<file path="src/rtl/pci_tgt_cmd_track.sv">
module pci_tgt_cmd_track #(
  parameter int AD_W      = 32,
  parameter int CFG_IDX_W = 6
) (
  input  logic            clk,
  input  logic            rst_n,
  input  logic            addr_valid,
  input  logic [AD_W-1:0] ad,
  input  logic [3:0]      cbe,
  input  logic            phase_done,
  input  logic            xfer_end,
  output logic            claim,
  output logic            is_read,
  output logic            is_config,
  output logic [AD_W-1:2] cur_addr,
  output logic            wrap_mode,
  output logic            reserved_order,
  output logic            addr_par
);
  localparam int DW_W  = AD_W - 2;
  localparam int CFG_H = CFG_IDX_W + 1;

  logic mem_rd, mem_wr, mem, cfg, take;
  logic [AD_W-1:2] load_addr;

  assign mem_rd = (cbe == 4'b0110) | (cbe == 4'b1100) | (cbe == 4'b1110);
  assign mem_wr = (cbe == 4'b0111) | (cbe == 4'b1111);
  assign mem    = mem_rd | mem_wr;
  assign cfg    = (cbe[3:1] == 3'b101);
  assign take   = (mem & ~ad[0]) | cfg;

  always_comb begin
    if (!take)
      load_addr = '0;
    else if (cfg)
      load_addr = {{(DW_W-CFG_IDX_W){1'b0}}, ad[CFG_H:2]};
    else
      load_addr = ad[AD_W-1:2];
  end

  always_ff @(posedge clk) begin
    if (!rst_n || (xfer_end && !addr_valid)) begin
      claim          <= 1'b0;
      is_read        <= 1'b0;
      is_config      <= 1'b0;
      cur_addr       <= '0;
      wrap_mode      <= 1'b0;
      reserved_order <= 1'b0;
      addr_par       <= 1'b0;
    end else if (addr_valid) begin
      claim          <= take;
      is_read        <= take & (mem_rd | (cfg & ~cbe[0]));
      is_config      <= cfg;
      cur_addr       <= load_addr;
      wrap_mode      <= mem & (ad[1:0] == 2'b10);
      reserved_order <= mem & ad[0];
      addr_par       <= ^{ad, cbe};
    end else if (phase_done && claim) begin
      if (is_config)
        cur_addr[CFG_H:2] <= cur_addr[CFG_H:2] + 1'b1;
      else
        cur_addr <= cur_addr + 1'b1;
    end
  end
endmodule


</file>
<file path="config.mk">
export PLATFORM = sky130hd
export DESIGN_NAME = pci_tgt_cmd_track
export DESIGN_NICKNAME = d
export VERILOG_FILES = /design/src/rtl/pci_tgt_cmd_track.sv
export SDC_FILE = /design/constraint.sdc
export NUM_CORES = 1
export LEC_CHECK = 0
export CAP_MARGIN = 30
export CORE_ASPECT_RATIO = 1.1
export CORE_MARGIN = 4
export CORE_UTILIZATION = 50
export CTS_CLUSTER_SIZE = 28
export DETAILED_ROUTE_END_ITERATION = 8
export GPL_ROUTABILITY_DRIVEN = 0
export PLACE_DENSITY = 0.85
export SLEW_MARGIN = 10
export SYNTH_ARGS = -nofsm -noshare
export SYNTH_HDL_FRONTEND = slang
export SYNTH_SLANG_ARGS = --single-unit
export TNS_END_PERCENT = 100
</file>
<file path="constraint.sdc">
create_clock -name clk -period 6 [get_ports clk]
set_clock_uncertainty 0.2 [all_clocks]
set_input_delay 0.9 -clock clk [delete_from_list [all_inputs] [get_ports clk]]
set_output_delay 0.9 -clock clk [all_outputs]
set_load 0.1 [all_outputs]
</file>
==> results.md <==
- The core region is roughly 4700 µm².
- The width of the die is between 70 and 80 µm.
- For this run, asynchronously set or reset flops after synthesis account for 0%.
- The register clock-pin slew on the reported worst setup and hold paths is around 0.080 ns.
- The class of the tightest hold or removal check is reg2reg.
- The number of routed nets with antenna violations is 0.
- The run finished with clean final reports.
- The share of post-route cells with drive strength above 1 is 4.948%.
- The half-perimeter wire length after placement is approximately 5300 µm.
- The number of placed I/O pins is 77.
- The H-tree depth reported by CTS is 2.
- The routed design has 7478 µm of wire.
- From synthesis to final layout, the design area changed by 36.32%.
- Entering global routing, the biggest net connects 29 pins.
- The leakage dissipation is around 0.0013 µW.
- The number of storage elements in the synthesis netlist is 36.
- TritonCTS built the clock tree.
- Yosys mapped a number of flops with a built-in enable equal to 0.
- Buffers placed on the I/O ports in this run total 76.
- The repair_antennas step left the layout with diodes totalling 0.
- The clock latency at the later pin of the worst-skew pair is roughly 0.30 ns.
- The floorplan die height is between 80 and 90 µm.
- The depth of the worst hold-timing path is 2.
- The total congestion overflow is 0.
- The wire length of the first global-routing pass is about 12000 µm.
- Setup violations remaining at the end of the flow were counted as 0.
- The total negative setup slack is 0 ns.
- Dividing total power by cell area gives a power density of between 150 and 200 nW/µm².
- Dividing the final minimum period by the clock period gives 61.39%.
- The initial antenna violation count is 0.
- In the global route stage, overall resource usage came out at between 20% and 30%.
- The number of cells on the worst reg-to-reg path is 6.
- The total die area is slightly above 6000 µm².
- The worst setup path is captured at a register.
- A synthesized cell averages just under 8 µm².
- After clock tree synthesis, the repair step resized 0 gates.
- The post-layout net count is 431.
- The clock drives 36 sinks.
- In the final routed layout, each cell accounts on average for 17.00 µm.
- The worst path needs about 3.7 ns of the cycle, external delays included.
- For this run, the detailed router's first-pass iteration total came to 5.
- Clock tree synthesis selected as its root buffer the cell sky130_fd_sc_hd__clkbuf_8.
- For the worst setup path, the data required time is approximately 6.0 ns.
- Leaving out fill and tap cells, the most frequent cell in the layout is sky130_fd_sc_hd__clkdlybuf4s50_1.
- The post-synth net total is between 300 and 400.
- The measured slew at the worst slew-check pin is around 1 ns.
- For this configuration, the core starts out at a cell density of between 50% and 60%.
- The detailed router finished its first iteration with between 200 and 300 violations.
- The register area share after synthesis is about 29%.
- After technology mapping, the gate count stands at about 310.
- The power after layout is around 670 µW.
- The number of global-route vias before repair is 2531.
- The category of the critical setup timing path is in2reg.
- The average vias per placed instance is ~6.2.
- Synthesis instantiated 47 different standard cells from the library.
- The largest buffer count on any clock path is 2.
- The via total after detailed routing is 2718.
- The max-capacitance violation count is 0.
- The type of element launching the critical path is an input pin.
- The maximum achievable frequency is between 200 and 300 MHz.
- Leaving out fill and tap cells, the most frequent cells in the layout are sky130_fd_sc_hd__clkdlybuf4s50_1, sky130_fd_sc_hd__a21oi_1, sky130_fd_sc_hd__dfxtp_1.
- For the worst setup path, the data arrival time is about 3.7 ns.
- The peak supply drop is ~0.18 mV.
- The number of endpoints with negative hold slack in the final report is 0.
- The most used flip-flop cell after synthesis is sky130_fd_sc_hd__dfxtp_1.
- The synthesized netlist occupies a cell area of 2470 µm².
- The initialized floorplan defines 26 standard-cell rows.
- For this run, the number of Yosys warnings is 0.
- For this run, design rule violations remaining after detail routing come to 0.
- Along the worst path, the maximum fanout reaches 28.
- In this run, post-CTS hold repair placed 0 buffers.
- Setup repair after global routing left no endpoint under its margin.
- Post-CTS timing repair inserted 0 buffers for setup.
- The worst slew margin relative to its limit is between 30% and 40%.
- The number of slew-limit violations in the final report is 0.
- The number of buffers added by the clock tree synthesis step is 5.
power breakdown:
| group | switching, µW | internal, µW | leakage (µW) |
|---|---|---|---|
| clock network | 98.9 | 123 | 0.0000541 |
| logic | 111 | 88.4 | 0.000913 |
| registers | 5.92 | 245 | 0.000291 |
synth_stat cells, types with 2 or more instances:
cell | instances | area, µm²
sky130_fd_sc_hd__a21oi_1 | 44 | 220.2
sky130_fd_sc_hd__dfxtp_1 | 36 | 720.7
sky130_fd_sc_hd__nor2_1 | 26 | 97.59
sky130_fd_sc_hd__xnor2_1 | 26 | 227.7
sky130_fd_sc_hd__nand2_1 | 20 | 75.07
sky130_fd_sc_hd__nor3_1 | 14 | 70.07
sky130_fd_sc_hd__and3_1 | 13 | 81.33
sky130_fd_sc_hd__nand3_1 | 11 | 55.05
sky130_fd_sc_hd__o21ai_0 | 11 | 55.05
sky130_fd_sc_hd__xor2_1 | 8 | 70.07
sky130_fd_sc_hd__a22oi_1 | 7 | 52.55
sky130_fd_sc_hd__clkbuf_1 | 7 | 26.28
sky130_fd_sc_hd__ha_1 | 7 | 87.58
sky130_fd_sc_hd__inv_1 | 7 | 26.28
sky130_fd_sc_hd__nand4_1 | 7 | 43.79
sky130_fd_sc_hd__a32o_1 | 6 | 60.06
sky130_fd_sc_hd__buf_2 | 6 | 30.03
sky130_fd_sc_hd__a31oi_1 | 5 | 31.28
sky130_fd_sc_hd__and2_1 | 5 | 31.28
sky130_fd_sc_hd__a21o_1 | 4 | 30.03
sky130_fd_sc_hd__a22o_1 | 4 | 35.03
sky130_fd_sc_hd__and4_1 | 4 | 35.03
sky130_fd_sc_hd__a211oi_1 | 3 | 22.52
sky130_fd_sc_hd__nand3b_1 | 3 | 22.52
sky130_fd_sc_hd__a41oi_1 | 2 | 17.52
sky130_fd_sc_hd__buf_4 | 2 | 15.01
sky130_fd_sc_hd__o21a_1 | 2 | 15.01
sky130_fd_sc_hd__o22ai_1 | 2 | 12.51
sky130_fd_sc_hd__xnor3_1 | 2 | 45.04
final timing paths:
check	startpoint	end	slack [ns]
setup / recovery	addr_valid	cur_addr[30]	2.32
hold / removal	reserved_order	reserved_order	0.28
setup reg to reg	cur_addr[2]	cur_addr[21]	3.70
hold reg to reg	reserved_order	reserved_order	0.28
through the flow:
stage               util (%)  std cells  instance area (µm²)  worst slack (ns)  hold slack, ns
floorplan                  -        312                 2470             3.209          0.7094
global placement       68.86        431                 3248             2.170          0.2703
detailed placement     69.02        432                 3256             2.073          0.2669
CTS                    71.38        440                 3367             2.380          0.2793
global route           71.38        440                 3367             2.136          0.2880
finish                 71.38        440                 3367             2.317          0.2809
flip-flops by register name, summed over array words and instances, names as in the netlist:
signal	flops
cur_addr	30
claim	1
reserved_order	1
is_read	1
wrap_mode	1
addr_par	1
is_config	1
worst max-delay path, stage by stage:
cell and delay (ns):
sky130_fd_sc_hd__clkdlybuf4s50_1 0.45, sky130_fd_sc_hd__buf_4 0.30, sky130_fd_sc_hd__inv_1 0.07, sky130_fd_sc_hd__buf_4 0.21, sky130_fd_sc_hd__a211oi_1 0.39, sky130_fd_sc_hd__and2_1 0.83
sky130_fd_sc_hd__a22o_1 0.26, sky130_fd_sc_hd__a21oi_1 0.06, sky130_fd_sc_hd__a211oi_1 0.21
layout make-up:
cell class	instances	area [µm²]
multi-input cells	253	1648
clock inverters	3	42.54
repair buffers	80	790.8
well taps	56	70.07
inverters	7	26.28
flip-flops and latches	36	720.7
fillers	394	1350
clock buffers	5	68.82
cell families (layout without fill, tap and decap cells):
kind of cell / Yosys count / count (layout) / share of synthesized area, %
simple gates: 112 / 112 / 24.01
compound gates: 96 / 96 / 24.42
xor+xnor: 36 / 36 / 13.88
buf+inv: 23 / 95 / 4.103
flops: 36 / 36 / 29.18
fa+ha+maj: 7 / 7 / 3.546
mux: 2 / 2 / 0.8612
per-layer routing:
layer	vias up	track usage [%]	routed length [µm]
li1	1288	-	-
met1	1276	29.99	2996
met2	139	41.64	3740
met3	15	3.917	597
met4	0	8.897	144
met5	-	0	0
No activity file was read; power rests on OpenSTA's default activity.
